[config.mk]
export PLATFORM = sky130hd
export DESIGN_NAME = sec_rtc
export DESIGN_NICKNAME = d
export VERILOG_FILES = /design/src/rtl/sec_rtc_pkg.sv /design/src/rtl/sec_rtc_decode.sv /design/src/rtl/sec_rtc_counter.sv /design/src/rtl/sec_rtc_alarm.sv /design/src/rtl/sec_rtc.sv
export SDC_FILE = /design/constraint.sdc
export NUM_CORES = 1
export LEC_CHECK = 0
export ABC_CLOCK_PERIOD_IN_PS = 9900
export BUFFER_PORTS_ARGS = -buffer_cell sky130_fd_sc_hd__buf_4
export CORE_MARGIN = 1
export CORE_UTILIZATION = 60
export CTS_CLUSTER_DIAMETER = 100
export DETAILED_ROUTE_END_ITERATION = 8
export MAX_ROUTING_LAYER = met4
export PLACE_DENSITY_LB_ADDON = 0.08
export SYNTH_ARGS = -nofsm -noshare
export SYNTH_HDL_FRONTEND = slang
export SYNTH_HIERARCHICAL = 1
export SYNTH_SLANG_ARGS = --single-unit
[constraint.sdc]
create_clock -name clk -period 9.9 [get_ports clk]
set_input_delay 1.98 -clock clk [delete_from_list [all_inputs] [get_ports clk]]
set_output_delay 1.98 -clock clk [all_outputs]
set_load 0.05 [all_outputs]
[src/rtl/sec_rtc_pkg.sv]
package sec_rtc_pkg;
  // word index inside the 32-byte register window
  typedef enum logic [2:0] {
    RI_DATA  = 3'd0,
    RI_MATCH = 3'd1,
    RI_LOAD  = 3'd2,
    RI_CTRL  = 3'd3,
    RI_MASK  = 3'd4,
    RI_RAW   = 3'd5,
    RI_MIS   = 3'd6,
    RI_CLR   = 3'd7
  } reg_idx_e;

  typedef struct packed {
    logic load;
    logic match;
    logic mask;
    logic clr;
    logic bad;
  } wr_stb_t;
endpackage

[src/rtl/sec_rtc_decode.sv]
module sec_rtc_decode
  import sec_rtc_pkg::*;
#(
  parameter int ADDR_W = 8
) (
  input  logic              wr_en,
  input  logic [ADDR_W-1:0] addr,
  output logic              hit,
  output reg_idx_e          idx,
  output wr_stb_t           stb
);
  localparam int HI_W = ADDR_W - 5;

  logic [HI_W-1:0] hi_bits;
  assign hi_bits = addr[ADDR_W-1:5];
  assign hit     = (hi_bits == '0) && (addr[1:0] == 2'b00);
  assign idx     = reg_idx_e'(addr[4:2]);

  always_comb begin
    stb = '0;
    if (wr_en) begin
      if (!hit) begin
        stb.bad = 1'b1;
      end else begin
        unique case (idx)
          RI_LOAD:  stb.load  = 1'b1;
          RI_MATCH: stb.match = 1'b1;
          RI_MASK:  stb.mask  = 1'b1;
          RI_CLR:   stb.clr   = 1'b1;
          RI_CTRL:  stb.bad   = 1'b0;
          default:  stb.bad   = 1'b1;
        endcase
      end
    end
  end
endmodule

[src/rtl/sec_rtc_counter.sv]
module sec_rtc_counter #(
  parameter int DATA_W = 32
) (
  input  logic              clk,
  input  logic              rst,
  input  logic              tick,
  input  logic              load,
  input  logic [DATA_W-1:0] load_val,
  output logic [DATA_W-1:0] count,
  output logic [DATA_W-1:0] count_nxt,
  output logic              evt
);
  logic [DATA_W-1:0] base_q, offs_q;
  logic [DATA_W-1:0] base_nxt, offs_nxt;

  assign base_nxt  = base_q + DATA_W'(tick);
  assign offs_nxt  = load ? (load_val - base_nxt) : offs_q;
  assign count_nxt = base_nxt + offs_nxt;
  assign count     = base_q + offs_q;
  assign evt       = tick | load;

  always_ff @(posedge clk) begin
    if (rst) begin
      base_q <= '0;
      offs_q <= '0;
    end else begin
      base_q <= base_nxt;
      offs_q <= offs_nxt;
    end
  end
endmodule

[src/rtl/sec_rtc_alarm.sv]
module sec_rtc_alarm #(
  parameter int DATA_W = 32
) (
  input  logic              clk,
  input  logic              rst,
  input  logic              cnt_evt,
  input  logic [DATA_W-1:0] count_nxt,
  input  logic              match_we,
  input  logic              mask_we,
  input  logic              clr,
  input  logic [DATA_W-1:0] wdata,
  output logic [DATA_W-1:0] match_q,
  output logic              raw_q,
  output logic              mask_q,
  output logic              irq
);
  logic [DATA_W-1:0] match_nxt;
  logic              hit, raw_nxt, mask_nxt;

  assign match_nxt = match_we ? wdata : match_q;
  assign hit       = (cnt_evt | match_we) && (count_nxt == match_nxt);
  assign raw_nxt   = hit | (raw_q & ~clr);
  assign mask_nxt  = mask_we ? wdata[0] : mask_q;

  always_ff @(posedge clk) begin
    if (rst) begin
      match_q <= '0;
      raw_q   <= 1'b0;
      mask_q  <= 1'b0;
      irq     <= 1'b0;
    end else begin
      match_q <= match_nxt;
      raw_q   <= raw_nxt;
      mask_q  <= mask_nxt;
      irq     <= raw_nxt & mask_nxt;
    end
  end
endmodule

[src/rtl/sec_rtc.sv]
module sec_rtc
  import sec_rtc_pkg::*;
#(
  parameter int DATA_W = 32,
  parameter int ADDR_W = 8
) (
  input  logic              clk,
  input  logic              rst,
  input  logic              tick,
  input  logic              wr_en,
  input  logic              rd_en,
  input  logic [ADDR_W-1:0] addr,
  input  logic [DATA_W-1:0] wdata,
  output logic [DATA_W-1:0] rdata,
  output logic              irq,
  output logic              bad_wr
);
  localparam logic [DATA_W-1:0] CTRL_VAL = DATA_W'(1);

  logic              hit, evt, raw_q, mask_q;
  reg_idx_e          idx;
  wr_stb_t           stb;
  logic [DATA_W-1:0] cnt, cnt_nxt, match_q, rd_mux;

  sec_rtc_decode #(.ADDR_W(ADDR_W)) u_dec (
    .wr_en(wr_en), .addr(addr), .hit(hit), .idx(idx), .stb(stb)
  );

  sec_rtc_counter #(.DATA_W(DATA_W)) u_cnt (
    .clk(clk), .rst(rst), .tick(tick), .load(stb.load), .load_val(wdata),
    .count(cnt), .count_nxt(cnt_nxt), .evt(evt)
  );

  sec_rtc_alarm #(.DATA_W(DATA_W)) u_alm (
    .clk(clk), .rst(rst), .cnt_evt(evt), .count_nxt(cnt_nxt),
    .match_we(stb.match), .mask_we(stb.mask), .clr(stb.clr), .wdata(wdata),
    .match_q(match_q), .raw_q(raw_q), .mask_q(mask_q), .irq(irq)
  );

  always_comb begin
    rd_mux = '0;
    if (hit) begin
      unique case (idx)
        RI_DATA:  rd_mux = cnt;
        RI_MATCH: rd_mux = match_q;
        RI_CTRL:  rd_mux = CTRL_VAL;
        RI_MASK:  rd_mux = DATA_W'(mask_q);
        RI_RAW:   rd_mux = DATA_W'(raw_q);
        RI_MIS:   rd_mux = DATA_W'(raw_q & mask_q);
        default:  rd_mux = '0;
      endcase
    end
  end

  always_ff @(posedge clk) begin
    if (rst) begin
      rdata  <= '0;
      bad_wr <= 1'b0;
    end else begin
      bad_wr <= stb.bad;
      if (rd_en) rdata <= rd_mux;
    end
  end
endmodule

; ---- Word level (Yosys, flattened, before mapping)
; Cells that the tools add are included.
[word_totals]
inputBits = 45
out_inout_bits = 34
ff_bits = 132
wordCells = 48
[classes]
n_eq_ne = 8
bitwise_logic = 8
addsub = 4
n_reduce_logical = 7
mux = 13
[op_table]
columns = op, n
row1 = case mux 32 bit (6 select lines), 1
row2 = two-way mux 32 bit, 3
row3 = adder 32 bit, 2
row4 = adder 32 x 1 -> 32 bit, 1
row5 = == test 32 bit, 1
row6 = subtractor 32 bit, 1
row7 = "== test 3 bit, second input constant", 4
row8 = two-way mux 1 bit, 7
row9 = "== test 3 x 2 -> 1 bit, second input constant", 2
row10 = logical NOT 3 bit, 2
row11 = two-way mux 5 bit, 1
row12 = OR reduction 5 bit, 1
row13 = two-way mux 4 bit, 1
row14 = bitwise AND 1 bit, 3
row15 = "== test 3 x 1 -> 1 bit, second input constant", 1
row16 = OR 1 bit, 3
row17 = logical AND 1 bit, 2
row18 = logical NOT 2 bit, 1
row19 = NOT 1 bit, 2
row20 = OR reduction 2 bit, 1

; ---- Longest topological paths before layout
; Gate-level depths: netlist of the first run.
[logic_depth]
ltp_word = 11
ltp_mapped = 37
ltp_nobuf = 35

; ---- Modules after synthesis
; The synthesis of the first run kept the hierarchy.
[modules_own_cells]
columns = module, area_each_um2, seq_area_each_um2, n_inst, cells_each
row1 = sec_rtc_counter, 7848.8, 1281.2, 1, 1032
row2 = sec_rtc, 1969.4, 660.6, 1, 186
row3 = sec_rtc_alarm, 1667.8, 700.7, 1, 164
row4 = sec_rtc_decode, 116.4, 0.0, 1, 15

; ---- Least setup slack after synthesis of the first run
; OpenSTA, ideal clock, no wires.
[synth_path]
path_kind = input to register
start = input port addr[7]
end = register u_alm.raw_q
t_arrival_ps = 8487
required_time_ps = 9835
cell_stages = 29
slack_ps = 1348
n_path_buf = 4
setup_time_ps = 65
path_cell_list = or4_4 or3b_4 nor4b_2 clkbuf_1 buf_1 clkbuf_1 buf_1 o21ai_0 ha_1 a21oi_1 o21a_1 o21ai_0 o211ai_1 o21ai_0 and2_1 or4b_1 o41a_2 a31oi_1 o311ai_2 a21oi_1 a21oi_2 o21ai_2 a221oi_2 xnor2_1 xnor2_1 nor4_1 nand4_1 o32ai_1 nor2b_1
[synth_rtl]
columns = element, line_no
row1 = start: declaration, sec_rtc.sv:12  ; input logic [ADDR_W-1:0] addr,
row2 = end signal: assignment, sec_rtc_alarm.sv:33  ; raw_q <= raw_nxt;
row3 = end: declaration, sec_rtc_alarm.sv:13  ; output logic raw_q,

; ---- Worst setup path after layout of the first run
[layout_path]
start = input port tick
end = register u_alm.raw_q
[layout_via]
elab_chain_cells = 7
elab_cells_between_ends = 9
cone_classes = add/sub (3) / eq/ne (1) / mux (1) / bitwise (3) / reduce/logical (1)
[layout_rtl]
columns = element, line_no
row1 = start: declaration, sec_rtc.sv:9  ; input logic tick,
row2 = adder 32 x 1 -> 32 bit, sec_rtc_counter.sv:16  ; assign base_nxt = base_q + DATA_W'(tick);
row3 = subtractor 32 bit, sec_rtc_counter.sv:17  ; assign offs_nxt = load ? (load_val - base_nxt) : offs_q;
row4 = two-way mux 32 bit, sec_rtc_counter.sv:17
row5 = via u_cnt.offs_nxt[25], sec_rtc_counter.sv:14  ; logic [DATA_W-1:0] base_nxt, offs_nxt;
row6 = adder 32 bit, sec_rtc_counter.sv:18  ; assign count_nxt = base_nxt + offs_nxt;
row7 = via cnt_nxt[31], sec_rtc.sv:23  ; logic [DATA_W-1:0] cnt, cnt_nxt, match_q, rd_mux;
row8 = == test 32 bit, sec_rtc_alarm.sv:21  ; assign hit = (cnt_evt | match_we) && (count_nxt == match_nxt);
row9 = logical AND 1 bit, sec_rtc_alarm.sv:21
row10 = OR 1 bit, sec_rtc_alarm.sv:22  ; assign raw_nxt = hit | (raw_q & ~clr);
; The timed path passes the listed nets, and every way through them passes these cells.
; A chain may end at the register's enable or synchronous reset.

==> impl_metrics.xml, run 1 <==
<?xml version="1.0" encoding="UTF-8"?>
<metrics>
  <group name="clock_tree">
    <metric name="post_cts.repair.setup_buffers" unit="">0</metric>
    <metric name="cts_num_sinks" unit="">132</metric>
    <metric name="cts.clk_slew.worst_paths" unit="ns">0.06</metric>
    <metric name="tritoncts" unit="">built</metric>
    <metric name="cts.repair.resized" unit="">0</metric>
    <metric name="hold_buffers" unit="">0</metric>
    <metric name="clock_tree.root_cell" unit="">clkbuf_16</metric>
    <metric name="max-clock-path-buffers" unit="">2</metric>
    <metric name="clk-insertion-delay-late" unit="ns">0.43</metric>
    <metric name="htreeDepth" unit="">4</metric>
    <metric name="cts_made_buffers" unit="">17</metric>
  </group>
  <group name="sta">
    <metric name="measured_slew_at_the_worst_slew_check_pin" unit="ns">1.045</metric>
    <metric name="clock-skew-final" unit="ns">0.01232</metric>
    <metric name="max_slew_headroom" unit="%">30.34</metric>
    <metric name="hold_viol_final" unit="">0</metric>
    <metric name="finalSetupTns" unit="ns">0</metric>
    <metric name="achievable-frequency" unit="MHz">112.1</metric>
    <metric name="layout_setup_ws" unit="ns">0.9814</metric>
    <metric name="final_period_minus_worst_setup_slack" unit="ns">8.919</metric>
    <metric name="fin_crit_sh" unit="%">90.09</metric>
    <metric name="setup_viol" unit="">0</metric>
    <metric name="setup_repair_after_global_routing_missed_its_margin" unit="">false</metric>
    <metric name="max_slew_violation_count" unit="">0</metric>
  </group>
  <group name="placed_design">
    <metric name="gp_congestion" unit="">0.9447</metric>
    <metric name="port_buffers" unit="">78</metric>
    <metric name="post-place-ws" unit="ns">0.7004</metric>
    <metric name="detailed_place_hpwl" unit="um">24260</metric>
  </group>
  <group name="global_routing">
    <metric name="antenna_found_initial" unit="">1</metric>
    <metric name="grt_start_max_net_pins" unit="">95</metric>
    <metric name="grt_pass1_vias" unit="">9591</metric>
    <metric name="track_usage" unit="%">33.34</metric>
    <metric name="grt.overflow.total" unit="">0</metric>
    <metric name="grt_pass1_wl" unit="um">50030</metric>
  </group>
  <group name="critical_path">
    <metric name="crit-reg2reg-capture" unit="">u_alm/raw_q</metric>
    <metric name="reg2reg_from" unit="">u_cnt/base_q[0]</metric>
    <metric name="critPathLaunchType" unit="">primary input</metric>
    <metric name="timing.reg2reg.setup_slack" unit="ns">2.25</metric>
    <metric name="critPathRequiredTime" unit="ns">10.25</metric>
    <metric name="worst_setup_ep_type" unit="">flip-flop</metric>
    <metric name="worst_path_most_repeated_cell" unit="">a21oi_1</metric>
    <metric name="timing_worst_setup_path_type" unit="">in2reg</metric>
    <metric name="timing.reg2reg.worst_path_depth" unit="">32</metric>
    <metric name="critical_path_peak_fanout" unit="">12</metric>
    <metric name="critPathLaunch" unit="">tick</metric>
    <metric name="arrival" unit="ns">9.27</metric>
    <metric name="critPathBufInv" unit="">2</metric>
    <metric name="critPathMaxStageDelay" unit="ns">0.69</metric>
    <metric name="critical_path.slowest_cell" unit="">nor4b_1</metric>
    <metric name="path_delay_family" unit="">compound AO/OA/AOI/OAI gates</metric>
  </group>
  <group name="yosys">
    <metric name="synth-async-reset-ratio" unit="%">0</metric>
    <metric name="synth_area" unit="um^2">11600</metric>
    <metric name="synth_cell_type_count" unit="">104</metric>
    <metric name="synth_top_cells_by_area" unit="">dfxtp_1 23%, xnor2_1 8.6%, ha_1 7.9%</metric>
    <metric name="synthCells" unit="">1397</metric>
    <metric name="synth.yosys.seq_area_share" unit="%">22.78</metric>
    <metric name="synth.net_count" unit="">1518</metric>
    <metric name="synth_top_area_share" unit="%">22.78</metric>
    <metric name="yosys_register_bits" unit="">132</metric>
    <metric name="synth-edff-count" unit="">0</metric>
    <metric name="synth_area_per_cell" unit="um^2">8.305</metric>
    <metric name="synthDominantAreaCellType" unit="">dfxtp_1</metric>
    <metric name="yosys_warnings" unit="">6</metric>
    <metric name="synth_flop_cell" unit="">dfxtp_1</metric>
  </group>
  <group name="floorplanning">
    <metric name="floorplan.die.width" unit="um">141.1</metric>
    <metric name="die_height" unit="um">141.1</metric>
    <metric name="placement_rows" unit="">50</metric>
    <metric name="initial_utilization" unit="%">61.61</metric>
    <metric name="io-pin-count" unit="">79</metric>
    <metric name="core" unit="um^2">18830</metric>
    <metric name="dieArea" unit="um^2">19900</metric>
  </group>
  <group name="detailed_routing">
    <metric name="drc" unit="">0</metric>
    <metric name="vias_per_cell" unit="">5.995</metric>
    <metric name="drt.antenna.violating_nets" unit="">0</metric>
    <metric name="number_of_search_and_repair_iterations_in_the_first_detailed_routing_pass" unit="">5</metric>
    <metric name="routed_wire_length_per_instance" unit="um">18.77</metric>
    <metric name="detail_route.iter0.violations" unit="">702</metric>
    <metric name="detail_route.wirelength" unit="um">32230</metric>
    <metric name="route.vias.total" unit="">10293</metric>
  </group>
  <group name="layout">
    <metric name="finalNetCount" unit="">1564</metric>
    <metric name="layout_common_cells" unit="">174 x nor2_1, 132 x dfxtp_1, 114 x xnor2_1</metric>
    <metric name="drive_gt1_share" unit="%">17.17</metric>
    <metric name="final_core_utilization" unit="%">68.10</metric>
    <metric name="syn2layout_area_growth" unit="%">10.52</metric>
    <metric name="commonest_non_fill_non_tap_cell_in_the_layout" unit="">nor2_1</metric>
  </group>
  <group name="worst_hold_path">
    <metric name="holdCritPathClass" unit="">reg2reg</metric>
    <metric name="worstHoldPathCells" unit="">2</metric>
    <metric name="holdCritStartpoint" unit="">u_cnt/offs_q[26]</metric>
    <metric name="end_of_the_worst_hold_path" unit="">u_cnt/offs_q[26]</metric>
  </group>
  <group name="power_and_ir_drop">
    <metric name="pwr_density_cell" unit="nW/um^2">100.8</metric>
    <metric name="ir_drop" unit="mV">0.1184</metric>
    <metric name="power.static_leakage" unit="uW">0.005570</metric>
    <metric name="post_layout_power" unit="uW">1292</metric>
  </group>
  <group name="run_status">
    <metric name="run_status" unit="">finished, final reports clean</metric>
  </group>
  <group name="run">
    <metric name="maxCapViolCount" unit="">0</metric>
  </group>
</metrics>
-- flip-flops by register name (all words and copies together) (netlist names) --
signal and cells:
u_alm/raw_q 1, u_alm/mask_q 1, bad_wr 1, rdata 32, u_alm/irq 1, u_cnt/offs_q 32
u_alm/match_q 32, u_cnt/base_q 32
-- cells in the mapped netlist (9+ instances only) --
cell / count
a211oi_1: 12
a21o_1: 27
a21oi_1: 89
a21oi_2: 32
a31oi_1: 18
and2_1: 9
and2b_1: 13
and3_1: 19
buf_6: 9
clkbuf_1: 31
dfxtp_1: 132
ha_1: 73
inv_1: 66
maj3_1: 9
mux2_4: 29
mux2i_1: 28
mux2i_2: 9
nand2_1: 52
nand2b_1: 10
nand3_1: 39
nand4_1: 15
nor2_1: 174
nor2b_1: 54
nor3_1: 19
nor4_1: 9
o21ai_0: 47
o21bai_1: 10
xnor2_1: 114
xor2_1: 49
-- per-stage QoR --
step | hold slack [ns] | area, um^2 | instances
floorplan | 0.4801 | 11600 | 1397
global placement | 0.5061 | 12250 | 1684
global route | 0.5538 | 12820 | 1717
CTS | 0.5239 | 12820 | 1716
finish | 0.5323 | 12820 | 1717
detailed placement | 0.5037 | 12250 | 1684
-- worst register-to-register path: cells and delay by family, from the launching register on --
kind,cells,cell delay (ns)
fa+ha+maj,4,1.29
flops,1,0.37
xor+xnor,4,0.57
compound gates,12,2.73
buf+inv,1,0.07
mux,1,0.27
simple gates,10,2.29
-- worst max path at each step --
stage                  end  cells past startpoint
6_report       u_alm/raw_q                     33
5_1_grt        u_alm/raw_q                     33
4_1_cts        u_alm/raw_q                     33
3_5_place_dp   u_alm/raw_q                     33
3_3_place_gp   u_alm/raw_q                     33
2_1_floorplan  u_alm/raw_q                     29
-- routing by layer --
layer / vias to the layer above / global-route usage (%) / wire [um]
met2: 332 / 53.60 / 14620
li1: 5041 / - / -
met1: 4876 / 42.94 / 14850
met3: 44 / 4.993 / 2000
met4: 0 / 10.58 / 757
met5: - / - / 0
-- area by class of cell --
class,count,area [um^2]
inverter,67,251.5
timing repair buffer,87,653.1
fill,1639,6007
clock buffer,21,470.5
clock inverter,11,101.3
tap,260,325.3
sequential,132,2643
multi-input combinational,1138,8377
antenna,1,2.502
-- cell families after synthesis --
kind of cell / count (synthesis) / share of synthesized area [%]
mux: 77 / 8.304
xor+xnor: 168 / 13.22
fa+ha+maj: 87 / 9.361
simple gates: 472 / 21.22
buf+inv: 127 / 5.155
flops: 132 / 22.78
compound gates: 334 / 19.96
-- power by group --
part	internal, uW	leakage [uW]	total, uW	switching [uW]
clock network	367	0.000284	625	258
logic	54.1	0.00422	132	78.2
registers	533	0.00106	535	2.25
Note: power is estimated with default switching activity, not from simulation.
==> inputs of run 2 (changes only) <==
- PLACE_DENSITY: not set -> 0.77
- PLACE_DENSITY_LB_ADDON: 0.08 -> not set
==> impl_metrics.xml, run 2 (same netlist as run 1, synthesis figures left out) <==
<?xml version="1.0" encoding="UTF-8"?>
<metrics>
  <group name="critical_path">
    <metric name="critPathLaunchType" unit="">primary input</metric>
    <metric name="worst_path_most_repeated_cell" unit="">a21oi_1</metric>
    <metric name="critical_path.slowest_cell" unit="">nor4b_1</metric>
    <metric name="critPathLaunch" unit="">tick</metric>
    <metric name="critPathRequiredTime" unit="ns">10.26</metric>
    <metric name="reg2reg_from" unit="">u_cnt/base_q[0]</metric>
    <metric name="crit-reg2reg-capture" unit="">u_alm/raw_q</metric>
    <metric name="arrival" unit="ns">9.33</metric>
    <metric name="worst_setup_ep_type" unit="">flip-flop</metric>
    <metric name="timing_worst_setup_path_type" unit="">in2reg</metric>
    <metric name="timing.reg2reg.worst_path_depth" unit="">32</metric>
    <metric name="critical_path_peak_fanout" unit="">12</metric>
    <metric name="timing.reg2reg.setup_slack" unit="ns">2.21</metric>
    <metric name="critPathMaxStageDelay" unit="ns">0.70</metric>
  </group>
  <group name="clock_tree">
    <metric name="cts_num_sinks" unit="">132</metric>
    <metric name="tritoncts" unit="">built</metric>
    <metric name="clock_tree.root_cell" unit="">clkbuf_16</metric>
    <metric name="max-clock-path-buffers" unit="">2</metric>
    <metric name="cts.repair.resized" unit="">0</metric>
    <metric name="cts.clk_slew.worst_paths" unit="ns">0.06</metric>
    <metric name="htreeDepth" unit="">4</metric>
    <metric name="hold_buffers" unit="">0</metric>
    <metric name="cts_made_buffers" unit="">17</metric>
    <metric name="post_cts.repair.setup_buffers" unit="">0</metric>
    <metric name="clk-insertion-delay-late" unit="ns">0.43</metric>
  </group>
  <group name="layout">
    <metric name="drive_gt1_share" unit="%">17.11</metric>
    <metric name="commonest_non_fill_non_tap_cell_in_the_layout" unit="">nor2_1</metric>
    <metric name="antenna-diode-count" unit="">0</metric>
    <metric name="syn2layout_area_growth" unit="%">10.58</metric>
    <metric name="nFillCells" unit="">1604</metric>
    <metric name="finalNetCount" unit="">1563</metric>
    <metric name="layout_common_cells" unit="">174 x nor2_1, 132 x dfxtp_1, 114 x xnor2_1</metric>
  </group>
  <group name="power_and_ir_drop">
    <metric name="ir_drop" unit="mV">0.1239</metric>
    <metric name="comb_power_share" unit="%">10.1</metric>
    <metric name="pwr_density_cell" unit="nW/um^2">102.3</metric>
    <metric name="power_frac_clock" unit="%">49.1</metric>
    <metric name="power.static_leakage" unit="uW">0.005571</metric>
    <metric name="power_report.internal_total" unit="uW">971.7</metric>
    <metric name="net_switching_share_of_the_total_power" unit="%">25.93</metric>
    <metric name="pwr-share-seq" unit="%">40.8</metric>
    <metric name="post_layout_power" unit="uW">1312</metric>
    <metric name="switchingPower" unit="uW">340.2</metric>
  </group>
  <group name="detailed_routing">
    <metric name="drt.antenna.violating_nets" unit="">0</metric>
    <metric name="vias_per_cell" unit="">6.121</metric>
    <metric name="route.vias.total" unit="">10497</metric>
    <metric name="detail_route.wirelength" unit="um">32300</metric>
    <metric name="routed_wire_length_per_instance" unit="um">18.83</metric>
    <metric name="number_of_search_and_repair_iterations_in_the_first_detailed_routing_pass" unit="">5</metric>
    <metric name="detail_route.iter0.violations" unit="">802</metric>
    <metric name="drc" unit="">0</metric>
  </group>
  <group name="sta">
    <metric name="max_slew_headroom" unit="%">30.02</metric>
    <metric name="fin_crit_sh" unit="%">90.62</metric>
    <metric name="achievable-frequency" unit="MHz">111.5</metric>
    <metric name="clock-skew-final" unit="ns">0.01054</metric>
    <metric name="hold_viol_final" unit="">0</metric>
    <metric name="finalSetupTns" unit="ns">0</metric>
    <metric name="final_period_minus_worst_setup_slack" unit="ns">8.971</metric>
    <metric name="setup_viol" unit="">0</metric>
    <metric name="setup_repair_after_global_routing_missed_its_margin" unit="">false</metric>
    <metric name="measured_slew_at_the_worst_slew_check_pin" unit="ns">1.046</metric>
    <metric name="max_slew_violation_count" unit="">0</metric>
  </group>
  <group name="global_routing">
    <metric name="grt_pass1_vias" unit="">9982</metric>
    <metric name="grt_start_max_net_pins" unit="">73</metric>
    <metric name="track_usage" unit="%">33.84</metric>
    <metric name="antenna_found_initial" unit="">0</metric>
    <metric name="grt_pass1_wl" unit="um">51380</metric>
    <metric name="grt.overflow.total" unit="">0</metric>
  </group>
  <group name="placed_design">
    <metric name="detailed_place_hpwl" unit="um">24040</metric>
    <metric name="port_buffers" unit="">78</metric>
    <metric name="gp_congestion" unit="">0.9627</metric>
  </group>
  <group name="floorplanning">
    <metric name="die_height" unit="um">141.1</metric>
    <metric name="core" unit="um^2">18830</metric>
    <metric name="initial_utilization" unit="%">61.61</metric>
    <metric name="floorplan.die.width" unit="um">141.1</metric>
    <metric name="placement_rows" unit="">50</metric>
    <metric name="dieArea" unit="um^2">19900</metric>
    <metric name="io-pin-count" unit="">79</metric>
  </group>
  <group name="worst_hold_path">
    <metric name="worstHoldPathCells" unit="">2</metric>
    <metric name="holdCritStartpoint" unit="">u_cnt/offs_q[26]</metric>
    <metric name="end_of_the_worst_hold_path" unit="">u_cnt/offs_q[26]</metric>
    <metric name="holdCritPathClass" unit="">reg2reg</metric>
  </group>
  <group name="run">
    <metric name="maxCapViolCount" unit="">0</metric>
  </group>
  <group name="run_status">
    <metric name="run_status" unit="">finished, final reports clean</metric>
  </group>
</metrics>
run 2: layer usage:
| layer | vias up | global-route usage (%) | share of wire [%] |
|---|---|---|---|
| li1 | 5042 | - | - |
| met1 | 4977 | 42.81 | 46 |
| met2 | 402 | 54.56 | 45 |
| met3 | 76 | 4.484 | 5.9 |
| met4 | 0 | 13.50 | 3.3 |
| met5 | - | - | 0 |
run 2: area by class of cell:
cell class / instances / area (um^2) / area share [%]
inverters: 67 / 251.5 / 1.960
flip-flops and latches: 132 / 2643 / 20.60
clock inverters: 12 / 131.4 / 1.024
well taps: 260 / 325.3 / 2.536
repair buffers: 86 / 645.6 / 5.032
multi-input cells: 1138 / 8377 / 65.29
clock buffers: 20 / 456.7 / 3.560
run 2: critical path, delay by kind of cell:
kind,cells,cell delay [ns]
AOI/OAI and AO/OA,12,2.72
and+or+nand+nor,10,2.29
adders and majority gates,4,1.27
xor gates and xnor gates,4,0.59
muxes,1,0.27
buffers and inverters,2,0.19
run 2: how the worst max path moves through the flow:
stage          cells past startpoint     endpoint  slack [ns]
5_1_grt                           33  u_alm/raw_q        0.25
6_report                          33  u_alm/raw_q        0.93
4_1_cts                           36  u_alm/raw_q        1.06
2_1_floorplan                     29  u_alm/raw_q        1.35
3_5_place_dp                      36  u_alm/raw_q        0.69
3_3_place_gp                      36  u_alm/raw_q        0.98
run 2: per-stage QoR:
stage | hold WS (ns) | utilization [%] | instances | setup slack (ns) | area (um^2)
3_3_place_gp | 0.5112 | 65.01 | 1683 | 0.9786 | 12240
2_1_floorplan | 0.4801 | - | 1397 | 1.348 | 11600
3_5_place_dp | 0.5115 | 65.01 | 1683 | 0.6880 | 12240
6_report | 0.5169 | 68.13 | 1715 | 0.9291 | 12830
4_1_cts | 0.5194 | 68.13 | 1715 | 1.058 | 12830
5_1_grt | 0.5433 | 68.13 | 1715 | 0.2522 | 12830
run 2: power groups by stage:
| stage | sequential (uW) | combinational, uW | clock, uW |
|---|---|---|---|
| final | 535 | 133 | 644 |
| after global routing | 535 | 143 | 675 |
| after CTS | 535 | 131 | 649 |
| after detailed placement | 547 | 130 | 0 |
| after global placement | 547 | 127 | 0 |
| after floorplan | 547 | 88.3 | 0 |
